[src/rtl/edge_irq_pkg.sv]
package edge_irq_pkg;
  localparam int REG_W  = 32;
  localparam int ADDR_W = 8;

  // Offsets kept where software drivers decode them.
  localparam logic [ADDR_W-1:0] OFS_RISE_SEL = 8'h44;
  localparam logic [ADDR_W-1:0] OFS_FALL_SEL = 8'h48;
  localparam logic [ADDR_W-1:0] OFS_PENDING  = 8'h80;
  localparam logic [ADDR_W-1:0] OFS_EVT_EN   = 8'h94;
  localparam logic [ADDR_W-1:0] OFS_CLEAR    = 8'h98;

  // Control-to-datapath bundle: configuration levels plus a clear strobe.
  typedef struct packed {
    logic [REG_W-1:0] riseSel;
    logic [REG_W-1:0] fallSel;
    logic [REG_W-1:0] evtEn;
    logic [REG_W-1:0] clrMask;
  } lineCtl_t;
endpackage

[src/rtl/edge_irq_ctrl.sv]
module edge_irq_ctrl
  import edge_irq_pkg::*;
#(
  parameter int NUM_LINES = 32
) (
  input  logic              clk,
  input  logic              rst_n,
  input  logic [ADDR_W-1:0] regAddr,
  input  logic              regWrEn,
  input  logic [REG_W-1:0]  regWrData,
  input  logic [REG_W-1:0]  pendingVec,
  output lineCtl_t          ctl,
  output logic [REG_W-1:0]  regRdData
);
  localparam logic [REG_W-1:0] LINE_MASK = REG_W'((64'd1 << NUM_LINES) - 64'd1);

  logic [REG_W-1:0] riseQ, fallQ, evtQ;
  logic             wrRise, wrFall, wrEvt, wrClr;

  assign wrRise = regWrEn && (regAddr == OFS_RISE_SEL);
  assign wrFall = regWrEn && (regAddr == OFS_FALL_SEL);
  assign wrEvt  = regWrEn && (regAddr == OFS_EVT_EN);
  assign wrClr  = regWrEn && (regAddr == OFS_CLEAR);

  always_ff @(posedge clk or negedge rst_n) begin
    if (!rst_n) begin
      riseQ <= '0;
      fallQ <= '0;
      evtQ  <= '0;
    end else begin
      if (wrRise) riseQ <= regWrData & LINE_MASK;
      if (wrFall) fallQ <= regWrData & LINE_MASK;
      if (wrEvt)  evtQ  <= regWrData & LINE_MASK;
    end
  end

  always_comb begin
    ctl.riseSel = riseQ;
    ctl.fallSel = fallQ;
    ctl.evtEn   = evtQ;
    ctl.clrMask = wrClr ? (regWrData & LINE_MASK) : '0;
  end

  always_comb begin
    unique case (regAddr)
      OFS_RISE_SEL: regRdData = riseQ;
      OFS_FALL_SEL: regRdData = fallQ;
      OFS_EVT_EN:   regRdData = evtQ;
      OFS_PENDING:  regRdData = pendingVec;
      default:      regRdData = '0;
    endcase
  end

  // Configuration only moves on a write.
  p_cfg_hold_r10: assert property (@(posedge clk) disable iff (!rst_n)
    !regWrEn |=> ($stable(riseQ) && $stable(fallQ) && $stable(evtQ)));
endmodule

[src/rtl/edge_irq_datapath.sv]
module edge_irq_datapath
  import edge_irq_pkg::*;
#(
  parameter int NUM_LINES = 32
) (
  input  logic                 clk,
  input  logic                 rst_n,
  input  logic [NUM_LINES-1:0] gpioIn,
  input  lineCtl_t             ctl,
  output logic [REG_W-1:0]     pendingVec,
  output logic                 irqOut
);
  logic [REG_W-1:0] riseSeen, fallSeen, edgeHit, causeQ, causeNext;

  for (genvar g = 0; g < REG_W; g++) begin : g_line
    if (g < NUM_LINES) begin : g_live
      logic syncA, syncB, prevB;
      always_ff @(posedge clk or negedge rst_n) begin
        if (!rst_n) begin
          syncA <= 1'b0;
          syncB <= 1'b0;
          prevB <= 1'b0;
        end else begin
          syncA <= gpioIn[g];
          syncB <= syncA;
          prevB <= syncB;
        end
      end
      assign riseSeen[g] = syncB & ~prevB;
      assign fallSeen[g] = ~syncB & prevB;
    end else begin : g_tie
      assign riseSeen[g] = 1'b0;
      assign fallSeen[g] = 1'b0;
    end
  end

  assign edgeHit   = (riseSeen & ctl.riseSel) | (fallSeen & ctl.fallSel);
  // A fresh edge wins over a same-cycle clear.
  assign causeNext = (causeQ & ~ctl.clrMask) | edgeHit;

  always_ff @(posedge clk or negedge rst_n) begin
    if (!rst_n) causeQ <= '0;
    else        causeQ <= causeNext;
  end

  assign pendingVec = causeQ & ctl.evtEn;
  assign irqOut     = |pendingVec;

  // Cause bits only fall when cleared.
  p_cause_sticky_r4: assert property (@(posedge clk) disable iff (!rst_n)
    1'b1 |=> ((($past(causeQ) & ~$past(ctl.clrMask)) & ~causeQ) == '0));

  // An edge always lands in the cause register, clear or not.
  p_edge_kept_r9: assert property (@(posedge clk) disable iff (!rst_n)
    1'b1 |=> (($past(edgeHit) & ~causeQ) == '0));

  // New cause bits only appear on lines with some edge selected.
  p_no_unselected_cause_r1: assert property (@(posedge clk) disable iff (!rst_n)
    1'b1 |=> ((causeQ & ~$past(causeQ) & ~($past(ctl.riseSel) | $past(ctl.fallSel))) == '0));
endmodule

[src/rtl/gpio_edge_irq.sv]
module gpio_edge_irq
  import edge_irq_pkg::*;
#(
  parameter int NUM_LINES = 32
) (
  input  logic                 clk,
  input  logic                 rst_n,
  input  logic [NUM_LINES-1:0] gpioIn,
  input  logic [ADDR_W-1:0]    regAddr,
  input  logic                 regWrEn,
  input  logic [REG_W-1:0]     regWrData,
  output logic [REG_W-1:0]     regRdData,
  output logic                 irqOut
);
  lineCtl_t         ctlBus;
  logic [REG_W-1:0] pendingVec;

  edge_irq_ctrl #(.NUM_LINES(NUM_LINES)) u_ctrl (
    .clk        (clk),
    .rst_n      (rst_n),
    .regAddr    (regAddr),
    .regWrEn    (regWrEn),
    .regWrData  (regWrData),
    .pendingVec (pendingVec),
    .ctl        (ctlBus),
    .regRdData  (regRdData)
  );

  edge_irq_datapath #(.NUM_LINES(NUM_LINES)) u_dp (
    .clk        (clk),
    .rst_n      (rst_n),
    .gpioIn     (gpioIn),
    .ctl        (ctlBus),
    .pendingVec (pendingVec),
    .irqOut     (irqOut)
  );

  // No event enable, no interrupt.
  p_irq_quiet_r6: assert property (@(posedge clk) disable iff (!rst_n)
    (ctlBus.evtEn == '0) |-> !irqOut);
endmodule

[config.mk]
export PLATFORM = sky130hd
export DESIGN_NAME = gpio_edge_irq
export DESIGN_NICKNAME = d
export VERILOG_FILES = /design/src/rtl/edge_irq_pkg.sv /design/src/rtl/edge_irq_ctrl.sv /design/src/rtl/edge_irq_datapath.sv /design/src/rtl/gpio_edge_irq.sv
export SDC_FILE = /design/constraint.sdc
export NUM_CORES = 1
export LEC_CHECK = 0
export BUFFER_PORTS_ARGS = -buffer_cell sky130_fd_sc_hd__buf_2
export CAP_MARGIN = 20
export CORE_MARGIN = 5
export CORE_UTILIZATION = 40
export DETAILED_ROUTE_END_ITERATION = 8
export SYNTH_ARGS = -nofsm -noshare
export SYNTH_HDL_FRONTEND = slang
export SYNTH_SLANG_ARGS = --single-unit
export TNS_END_PERCENT = 5
[constraint.sdc]
create_clock -name clk -period 1.36 [get_ports clk]
set_input_delay 0.068 -clock clk [delete_from_list [all_inputs] [get_ports clk]]
set_output_delay 0.068 -clock clk [all_outputs]
set_load 0.02 [all_outputs]
# Word level (Yosys, flattened, before mapping)
# Index checks and enable logic that the tools add are counted.
[word_totals]
reg_bits = 224
input_bits = 75
output_inout_bits = 33
[classes]
eq_ne = 5
n_mux = 2
bitwise = 135
reduce_logical = 5
[ops]
columns = ["cell", "count"]
rows = [
  ["bitwise AND 32 bit", 4],
  ["case mux 32 bit (4 select lines)", 1],
  ["bitwise AND 1 bit", 64],
  ["inverter 1 bit", 64],
  ["OR 32 bit", 2],
  ["2-to-1 mux 32 bit", 1],
  ["inverter 32 bit", 1],
  ["OR reduction 32 bit", 1],
  ["equality test 8 bit, second input constant", 3],
  ["equality test 8 x 7 -> 1 bit, second input constant", 2],
  ["logical AND 1 bit", 4],
]

# Longest topological paths before layout
[logic_depth]
ltp_word = 6
depth_mapped = 6

# By module
# Synthesis repeated with hierarchy kept, for this count alone.
[unflattened]
hier_cells = 666
hier_area_um2 = 9196.3
[modules_own_cells]
columns = ["mod", "n_inst", "cells_per_inst", "area_per_inst_um2", "seq_area_each_um2"]
rows = [
  ["edge_irq_ctrl", 1, 363, 4894.7, 2402.3],
  ["edge_irq_datapath", 1, 303, 4301.6, 3203.1],
]

# Least setup slack after synthesis
# Ideal clock, no wire load.
[synth_path]
path_type = "in2out"
from = "input port regAddr[2]"
to = "output port regRdData[21]"
arrival_time_ns = 1.305
t_required_ns = 1.292
slack_ns = -0.013
path_stages = 4
n_path_buf = 1
cell_sequence = "nor4b_4 -> clkbuf_1 -> a22oi_1 -> o221ai_1"
[synth_via]
elab_chain_cells = 2
elab_cells_between_ends = 5
[synth_lines]
columns = ["element", "line", "text"]
rows = [
  ["from (decl)", "gpio_edge_irq.sv:9", "input logic [ADDR_W-1:0] regAddr,"],
  ["equality test 8 bit / equality test 8 x 7 -> 1 bit (equally long branches)", "edge_irq_ctrl.sv:45", "unique case (regAddr)"],
  ["case mux 32 bit (4 select lines) *", "edge_irq_ctrl.sv:45", ""],
  ["to (decl)", "gpio_edge_irq.sv:12", "output logic [REG_W-1:0] regRdData,"],
]
# Mark *: on every way between the ends. The rest lies on a longest branch, timed or not.

# Worst setup path in the final report
[layout_path]
from = "register u_dp.causeQ[18]"
to = "output port irqOut"
[layout_via]
elab_chain_cells = 2
[layout_lines]
columns = ["element", "line", "text"]
rows = [
  ["from (decl)", "edge_irq_datapath.sv:13", "logic [REG_W-1:0] riseSeen, fallSeen, edgeHit, causeQ, causeNext;"],
  ["from (signal assigned)", "edge_irq_datapath.sv:43", "else causeQ <= causeNext;"],
  ["bitwise AND 32 bit", "edge_irq_datapath.sv:46", "assign pendingVec = causeQ & ctl.evtEn;"],
  ["OR reduction 32 bit", "edge_irq_datapath.sv:47", "assign irqOut = |pendingVec;"],
  ["to (decl)", "gpio_edge_irq.sv:13", "output logic irqOut"],
]
# No other way between the ends.

==> results.yml <==
run_status:
  status: "finished, violations left"
  failing_checks: "negative setup slack"
sta:
  setup-violations-final: 33
  min_period_over_period_pct: 145
  grt_setup_unrepaired: "true"
  hold_viol: 0
  fin_tns_setup_ns: -5.30
  timing.max_slew.rel_slack_pct: 74.9
  clock.fmax_ghz: 0.508
  timing.final.max_slew_violations: 0
  fin_worst_skew_ns: 0.00673
  tightest_slew_ns: 0.375
  final_critical_path_setup_slack_ns: -0.607
  period_needed_ns: 1.97
worst_setup_path:
  setup.worst_path.start_class: "flip-flop"
  worst-r2r-setup-slack_ns: 0.39
  launch_point_of_the_worst_reg_to_reg_path: "u_ctrl.evtQ[22]"
  worst-endpoint-arrival_ns: 1.90
  end_kind: "output pin"
  reg2reg_depth: 2
  worstPathRequired_ns: 1.29
  path_max_fanout: 2
  path_type_of_the_worst_setup_path: "flip-flop to output pin"
  r2r-end: "u_ctrl.evtQ[22]"
synthesis:
  synth.yosys.warnings: 0
  synth.lib_cells_used.distinct: 26
  synth_enable_flop_cells: 0
  synth_cells: 664
  synth_async_sr_flop_share_pct: 100
  seq_area_frac_synth_pct: 64.6
  syn_area_um2: 8680
  synth_seq_cells: 224
  synth_ff_type: "sky130_fd_sc_hd__dfrtp_1"
  syn_avg_cell_area_um2: 13.1
  synth.net_count: 739
floorplanning:
  floorplan.rows: 54
  die_area_um2: 24800
  floorplan.core_area_um2: 21600
  die_height_um: 157
  floorplan.initialDensity_pct: 40.2
  die_x_um: 157
  top_level_ports: 108
cells_and_area:
  ff_latch_area_um2: 5610
  fraction_of_layout_instances_using_a_drive_strength_above_1_pct: 28.7
  final_cell_count_no_fill: 1196
  most_frequent_standard_cell_in_the_layout_excluding_fill_and_tap_cells: "sky130_fd_sc_hd__dfrtp_1"
  multi_input_comb_area_um2: 3200
  syn_to_final_growth_pct: 37.6
  fill_cells: 1792
  highest_count_cells_in_the_layout_ignoring_fill_and_taps: "sky130_fd_sc_hd__dfrtp_1 (224), sky130_fd_sc_hd__nand2_1 (119), sky130_fd_sc_hd__mux2_1 (96), sky130_fd_sc_hd__buf_2 (80), sky130_fd_sc_hd__buf_4 (69)"
  num-nets-final: 970
  final_standard_cell_utilization_of_the_core_pct: 55.2
min_path:
  holdCritPathClass: "input port to asynchronous set/reset pin"
global_routing:
  grt_util_all_layers_pct: 18.6
  grt_first_pass_wirelength_um: 36500
  globalRouteOverflowTotal: 0
  first_global_vias: 6779
  grt_antenna_before_repair: 2
  grt_start_max_net_pins: 62
routing:
  drcViolationCount: 0
  detail_route.wirelength_um: 22900
  drtIter0Drc: 343
  number_of_vias_after_detailed_routing: 6327
  route.antenna.remaining_nets: 0
  via_per_inst: 5.29
  average_wire_per_standard_cell_um: 19.1
  drt_pass1_iterations: 4
place:
  io_buffers: 107
  dp_cells: 1083
  weighted_congestion_reported_at_the_end_of_routability_driven_placement: 0.804
  detailed_place_hpwl_um: 14900
  pre_cts_ws_ns: -0.265
clocking:
  ctsLongestPathBuffers: 3
  cts.reportedPaths.clkPinSlew_ns: 0.06
  htree_num_levels: 1
  cts_tree: "built"
  cts-root-buf: "sky130_fd_sc_hd__clkbuf_16"
  number_of_buffers_created_by_cts: 25
  clk-insertion-delay-late_ns: 0.51
  postCtsSetupBuffers: 0
  sinks_on_the_clock_net: 224
job:
  maxCapViolCount: 0
power_and_ir_drop:
  ir_worst_vdd_mv: 1.06
  power_density_nw_per_um2: 1360
  power.static_leakage_uw: 0.00560
==> cell type report <==
class	instances	share of cell area (%)
sequential	224	46.9
timing repair buffer	233	15.9
antenna	2	0.0419
tap	280	2.93
clock buffer	35	6.31
multi-input combinational	411	26.8
clock inverter	11	1.12
==> per-layer routing <==
layer / track usage, % / up-vias / part of all wire [%]
met4: 5.28 / 0 / 2.2
met1: 25.5 / 3253 / 45
li1: - / 2874 / -
met3: 3.30 / 42 / 5.2
met2: 30.6 / 158 / 48
met5: 0 / - / 0
==> state kept, by name, indices dropped and copies added (netlist names) <==
name / flops
u_ctrl.evtQ: 32
u_ctrl.fallQ: 32
u_ctrl.riseQ: 32
u_dp.causeQ: 32
u_dp.g_line.g_live.prevB: 32
u_dp.g_line.g_live.syncA: 32
u_dp.g_line.g_live.syncB: 32
==> worst max-delay path by stage <==
stage	startpoint	to	slack [ns]	cells after the start
finish	u_dp.causeQ[18]	irqOut	-0.61	6
global route	u_ctrl.evtQ[18]	irqOut	-0.65	6
CTS	u_dp.causeQ[27]	irqOut	-0.61	6
detailed placement	regAddr[3]	regRdData[13]	-0.26	7
global placement	regAddr[3]	regRdData[12]	-0.28	7
floorplan	regAddr[2]	regRdData[22]	-0.01	4
==> Yosys cell counts, drive strengths merged, types with 2 or more instances <==
cell type  number  area [µm²]
o21ai          32         160
buf            16        87.6
nor4            3        18.8
clkbuf         13        48.8
a21o           32         240
mux2           96        1080
dfrtp         224        5610
nand2         128         480
nor4b           2        47.6
nor2            2        7.51
a22oi          31         233
nand3b         32         240
o221ai         31         272
nor3b           2        15.0
nand4           8        50.1
nand3           4        35.0
==> kinds of logic after synthesis <==
family	count (synthesis)	synth area share [%]
muxes	96	12.4
buffers and inverters	29	1.57
AOI/OAI and AO/OA	128	10.6
DFF	224	64.6
and+or+nand+nor	187	10.8
==> metrics by stage <==
stage | power, µW | hold slack (ns) | instance area, µm²
after global placement | 8930 | -0.0285 | 10100
final | 16300 | 0.0378 | 11900
after floorplan | 8280 | -0.228 | 8690
after global routing | 16900 | 0.0629 | 11900
after CTS | 16400 | 0.0272 | 11900
after detailed placement | 9030 | -0.0253 | 10100
==> power breakdown <==
group	internal [µW]	switching (µW)	leakage (µW)	total (µW)
sequential	7340	432	0.00283	7770
clock	4420	2650	0.000448	7060
combinational	801	628	0.00233	1430
==> what timing repair did <==
action,4_1_cts,5_1_grt
pin swaps,8,6
setup endpoints to repair,33,33
resized for setup,60,18
hold buffers,65,0
hold endpoints to repair,384,0
==> worst max-delay path, stage by stage (launching register included) <==
cell,delay (ns)
sky130_fd_sc_hd__dfrtp_1,0.39
sky130_fd_sc_hd__nand2_2,0.10
sky130_fd_sc_hd__nand4_1,0.17
sky130_fd_sc_hd__nor4_2,0.35
sky130_fd_sc_hd__buf_4,0.19
sky130_fd_sc_hd__nand2_4,0.05
sky130_fd_sc_hd__buf_6,0.14
Power figures use the tool's default switching activity.
